[src/rtl/operand_bypass.sv]
module operand_bypass #(
  parameter int NREGS = 8,
  parameter int WIDTH = 16,
  localparam int AW = $clog2(NREGS)
) (
  input  logic             clk,
  input  logic             rst_n,
  input  logic [AW-1:0]    rd_addr_a,
  input  logic [AW-1:0]    rd_addr_b,
  output logic [WIDTH-1:0] rd_data_a,
  output logic [WIDTH-1:0] rd_data_b,
  input  logic [AW-1:0]    ex_rs1,
  input  logic [AW-1:0]    ex_rs2,
  input  logic [WIDTH-1:0] ex_rf_a,
  input  logic [WIDTH-1:0] ex_rf_b,
  input  logic             mem_we,
  input  logic [AW-1:0]    mem_rd,
  input  logic [WIDTH-1:0] mem_val,
  input  logic             wb_we,
  input  logic [AW-1:0]    wb_rd,
  input  logic [WIDTH-1:0] wb_val,
  output logic [1:0]       sel_a,
  output logic [1:0]       sel_b,
  output logic [WIDTH-1:0] op_a,
  output logic [WIDTH-1:0] op_b
);

  logic [WIDTH-1:0] regs [NREGS];

  always_ff @(posedge clk) begin
    if (!rst_n) begin
      for (int i = 0; i < NREGS; i++) regs[i] <= '0;
    end else if (wb_we) begin
      regs[wb_rd] <= wb_val;
    end
  end

  assign rd_data_a = (wb_we && wb_rd == rd_addr_a) ? wb_val : regs[rd_addr_a];
  assign rd_data_b = (wb_we && wb_rd == rd_addr_b) ? wb_val : regs[rd_addr_b];

  function automatic logic [1:0] pick(input logic [AW-1:0] src);
    if (mem_we && mem_rd == src)     return 2'b10;
    else if (wb_we && wb_rd == src)  return 2'b01;
    else                             return 2'b00;
  endfunction

  function automatic logic [WIDTH-1:0] route(input logic [1:0] s, input logic [WIDTH-1:0] rf);
    case (s)
      2'b10:   return mem_val;
      2'b01:   return wb_val;
      default: return rf;
    endcase
  endfunction

  assign sel_a = pick(ex_rs1);
  assign sel_b = pick(ex_rs2);
  assign op_a  = route(sel_a, ex_rf_a);
  assign op_b  = route(sel_b, ex_rf_b);

  assert_stored_R2: assert property (@(posedge clk) disable iff (!rst_n)
    ($past(rst_n) && $past(wb_we) && rd_addr_a == $past(wb_rd) && !(wb_we && wb_rd == rd_addr_a))
      |-> rd_data_a == $past(wb_val));

  assert_same_cycle_R3: assert property (@(posedge clk) disable iff (!rst_n)
    (wb_we && wb_rd == rd_addr_b) |-> rd_data_b == wb_val);

  assert_exmem_wins_R4: assert property (@(posedge clk) disable iff (!rst_n)
    (mem_we && mem_rd == ex_rs1) |-> (op_a == mem_val && sel_a == 2'b10));

  assert_memwb_fwd_R5: assert property (@(posedge clk) disable iff (!rst_n)
    (wb_we && wb_rd == ex_rs2 && !(mem_we && mem_rd == ex_rs2)) |-> (op_b == wb_val && sel_b == 2'b01));

  assert_no_fwd_R7: assert property (@(posedge clk) disable iff (!rst_n)
    (!(mem_we && mem_rd == ex_rs1) && !(wb_we && wb_rd == ex_rs1)) |-> (op_a == ex_rf_a && sel_a == 2'b00));

endmodule

[config.mk]
export PLATFORM = sky130hd
export DESIGN_NAME = operand_bypass
export DESIGN_NICKNAME = d
export VERILOG_FILES = /design/src/rtl/operand_bypass.sv
export SDC_FILE = /design/constraint.sdc
export NUM_CORES = 1
export LEC_CHECK = 0
export BUFFER_PORTS_ARGS = -buffer_cell sky130_fd_sc_hd__buf_2
export CAP_MARGIN = 20
export CORE_ASPECT_RATIO = 1.25
export CORE_UTILIZATION = 55
export CTS_CLUSTER_DIAMETER = 120
export DETAILED_ROUTE_END_ITERATION = 12
export PLACE_DENSITY = 0.84
export SETUP_SLACK_MARGIN = 0.05
export SLEW_MARGIN = 40
export SYNTH_ARGS = -nofsm -noshare
export SYNTH_HDL_FRONTEND = slang
export SYNTH_SLANG_ARGS = --single-unit
export TNS_END_PERCENT = 50
[constraint.sdc]
create_clock -name clk -period 6.7 [get_ports clk]
set_input_delay 0.67 -clock clk [delete_from_list [all_inputs] [get_ports clk]]
set_output_delay 0.67 -clock clk [all_outputs]
set_load 0.01 [all_outputs]
# Word-level counts from Yosys, hierarchy flattened
# Memory sizes are Yosys's and may differ from the RTL's.
# Cells that the tools add are included.
dict set report word_totals {
  reg_bits 0
  mem_bits_rw 128
  in_bits 86
  output_inout_bits 68
  word_cells 33
  n_memories 1
}
dict set report op_classes {
  n_eq_ne 10
  muxes 15
  reduce_logical 7
}
# memory depth width rd rd_ports_with_merged_regs wr line
set mem_list {}
lappend mem_list {regs 8 16 2 0 8 28} ;# logic [WIDTH-1:0] regs [NREGS];
# op n
set op_table {}
lappend op_table {{$pmux W16 S2} 2}
lappend op_table {{$mux W16} 3}
lappend op_table {{$eq A3 B3 Y1} 6}
lappend op_table {{$reduce_or A16 Y1} 1}
lappend op_table {{$mux W1} 7}
lappend op_table {{$logic_and A1 B1 Y1} 6}
lappend op_table {{$eq A2 B1 Y1 const B} 2}
lappend op_table {{$eq A2 B2 Y1 const B} 2}
lappend op_table {{$mux W2} 2}
lappend op_table {{$mux W3} 1}

# Logic depth before layout (Yosys ltp)
dict set report logic_depth {
  depth_word 6
  ltp_mapped 7
  ltp_nobuf 4
}

# Worst setup path after synthesis
# Ideal clock, no wire load.
dict set report synth_timing {
  kind {in2reg}
  start {in wb_rd[1]}
  end {mem regs[0][0], enable pin}
  setup_ps 411
  t_arrival_ps 2424
  t_required_ps 6289
  setup_slack_ps 3865
  cell_stages 3
  path_buffers 1
  path_cell_list {buf_6 > or3b_4 > o21ai_0}
}
# item line
set synth_rtl {}
lappend synth_rtl {{start, declared} 20} ;# input logic [AW-1:0] wb_rd,
lappend synth_rtl {{end, declared} 28}

# Final worst setup path
dict set report layout_timing {
  start {in rd_addr_b[0]}
  end {out rd_data_b[14]}
}
dict set report layout_between {
  elab_chain_cells 3
  word_cells_on_any_way 4
  cone_classes {1 x eq/ne; 1 x mux; 1 x reduce/logical; 1 x memory}
}
# item line
set layout_lines {}
lappend layout_lines {{start, declared} 9} ;# input logic [AW-1:0] rd_addr_b,
lappend layout_lines {{branches (longest 2 deep; another with $mem_v2 Z8 W16)} -}
lappend layout_lines {{$mux W16 *} 39} ;# assign rd_data_b = (wb_we && wb_rd == rd_addr_b) ? wb_val : regs[rd_addr_b];
lappend layout_lines {{end, declared} 11} ;# output logic [WIDTH-1:0] rd_data_b,
# Mark *: on every way between the ends.

==> impl_metrics.yaml <==
status:
  outcome: "complete, but fails checks"
  violations: "design-rule violations"
pwr:
  vdd_ir_drop_max_mv: 0.1389
  power_switching_uw: 569.7
  swShare: 0.2527
  p_leak_nw: 4.003
  combPwrFrac: 0.170
  power_density_nw_per_um2: 236.2
  seq_power_share: 0.425
  p_clk_frac: 0.405
  power.internal_mw: 1.685
grt:
  grt_max_degree: 34
  grt_pass1_vias: 6109
  track_usage: 0.2940
  gr-total-overflow: 0
  grt_pass1_wl_um: 33400
  grt_antenna_before_repair: 0
layout:
  drive_gt1_frac: 0.3065
  final_net_count: 831
  reg.largest.list: "regs x128"
  syn_to_final_growth_pct: 16.23
  antennaDiodeCount: 0
  regMostFlops: "regs"
  largest_reg_flops: 128
sta:
  finalSetupTns_ns: 0
  tightest_slew_ns: 0.8297
  setup_violations: 0
  hold_viol_final: 0
  clock.fmax_ghz: 0.3279
  setup_ws_ns: 3.650
  finalCriticalPeriod_ns: 3.050
  relSlewSlack: 0.4463
  period_share: 0.4552
  drv_slew: 0
  rsz0062_at_grt: "no"
placement:
  detailedPlace.worstSlack_ns: 3.565
  io_buffers: 153
  dp_hpwl_um: 14230
  gp_congestion: 0.8113
critical_path:
  crit_type: "input pin to output port"
  critPathArrivalTime_ns: 2.38
  crit_path_cell_trace: "buf_4 -> mux4_1 -> mux2i_1 -> a21oi_1 -> buf_2"
  cpMaxStageDelayCell: "mux4_1"
  critPathMaxFanout: 33
  required_ns: 6.03
  slowest_delay_ns: 0.65
  worstSetupStartpointType: "input pin"
  endpoint_kind: "output port"
hold_path:
  hold_class: "input pin to flip-flop"
logic_synthesis:
  syn_area_um2: 8210
  ys_warn_count: 0
  synth.distinct_cells: 26
  synth.avg_cell_area_um2: 13.12
  syn_nets: 712
  synthesis.instances: 626
  yosys_register_bits: 128
  synth-seq-area-share: 0.4681
drt:
  avgViaCountPerCell: 6.323
  dr.pass1.iters: 9
  wl_um: 21880
  wl_met2_um: 11520
  dr_wl_met3_um: 1994
  wl_met1_um: 7651
  top_layer: "met4"
  drtIter0Drc: 503
  wl_per_cell_um: 23.40
  postRouteAntennaNets: 0
  drc_errors: 8
  vias: 5912
clocking:
  cts_tree: "done"
  cts-root-buf: "clkbuf_16"
  numCtsBuffers: 17
  clockBufferDepth: 2
  cts_hold_buf: 0
  cts.htree.levels: 4
  postCtsSetupBuffers: 0
  cts_resized: 0
  clkSinkCount: 128
  clk_pin_slew_ns: 0.06
run:
  max-cap-violations: 0
floorplan:
  die_area_um2: 15420
  boundaryPins: 154
  fp.coreArea_um2: 14470
  die_height_um: 138.6
  die_w_um: 111.3
  initial_core_util: 0.5675
  rows: 49
-- cells in the mapped netlist, drive strengths merged --
master / count / area share
and2: 128 / 0.098
edfxtp: 128 / 0.47
nor2: 72 / 0.035
a21oi: 64 / 0.039
mux2i: 64 / 0.078
mux4: 64 / 0.19
clkbuf: 33 / 0.016
buf: 31 / 0.032
xnor2: 18 / 0.019
nand4: 6 / 0.0046
o21ai: 6 / 0.0037
nand2b: 3 / 0.0032
inv: 2 / 0.00091
nand2: 2 / 0.0012
nor3: 2 / 0.0040
nand3: 1 / 0.00061
nand3b: 1 / 0.00091
or3b: 1 / 0.0014
-- critical path, delay by kind of cell --
| kind | cells | cell delay [ns] |
|---|---|---|
| AOI/OAI and AO/OA | 1 | 0.11 |
| buffers and inverters | 2 | 0.63 |
| muxes | 2 | 0.94 |
-- layout by cell type, fill, tap and decap left out, types with 3 or more instances in the layout --
cell type	instances
buf_4	15
o21ai_4	5
a21oi_1	64
mux4_1	42
clkbuf_16	17
nor2_2	4
clkinv_2	5
mux2i_1	64
nand4_1	6
bufinv_16	3
buf_2	149
and2_1	128
xnor2_1	18
mux4_2	22
nor2_1	66
edfxtp_1	128
-- layer usage --
| metal | track usage | up-vias |
|---|---|---|
| li1 | - | 2590 |
| met3 | 0.07561 | 56 |
| met4 | 0.1337 | 0 |
| met1 | 0.3290 | 2887 |
| met5 | 0 | - |
| met2 | 0.5250 | 379 |
-- layout make-up --
type	instances	area [µm²]
multi-input combinational	432	4035
clock buffer	18	429.2
inverter	2	7.507
sequential	128	3844
clock inverter	13	146.4
timing repair buffer	164	858.3
fill	984	4926
tap	178	222.7
-- metrics by stage --
| stage | instance area (µm²) | hold WS (ns) | cells | total power, mW | util |
|---|---|---|---|---|---|
| 2_1_floorplan | 8210 | 1.105 | 626 | 1.211 | - |
| 3_3_place_gp | 8845 | 1.114 | 896 | 1.329 | 0.6113 |
| 3_5_place_dp | 8962 | 1.118 | 904 | 1.354 | 0.6194 |
| 4_1_cts | 9538 | 0.6783 | 935 | 2.252 | 0.6592 |
| 5_1_grt | 9543 | 0.6971 | 935 | 2.319 | 0.6595 |
| 6_report | 9543 | 0.6835 | 935 | 2.254 | 0.6595 |
-- kinds of logic after synthesis --
logic type | after synthesis | synth area share
AOI/OAI and AO/OA | 70 | 0.04267
muxes | 128 | 0.2728
and+or+nand+nor | 216 | 0.1481
buffers and inverters | 66 | 0.04907
DFF | 128 | 0.4682
xor gates and xnor gates | 18 | 0.01920
-- power by group through the flow --
stage	logic [mW]	registers, mW	clock network, mW
after floorplan	0.249	0.961	0
after global placement	0.364	0.965	0
after detailed placement	0.381	0.973	0
after CTS	0.384	0.958	0.910
after global routing	0.410	0.963	0.947
final	0.383	0.959	0.912
-- path summary, 6_finish.rpt --
check	depth (start not counted)	from	end
hold / removal	2	wb_val[12]	regs[2][12]$_SDFFCE_PN0P_
setup / recovery	5	rd_addr_b[0]	rd_data_b[14]
(Power assumes the default switching activity.)
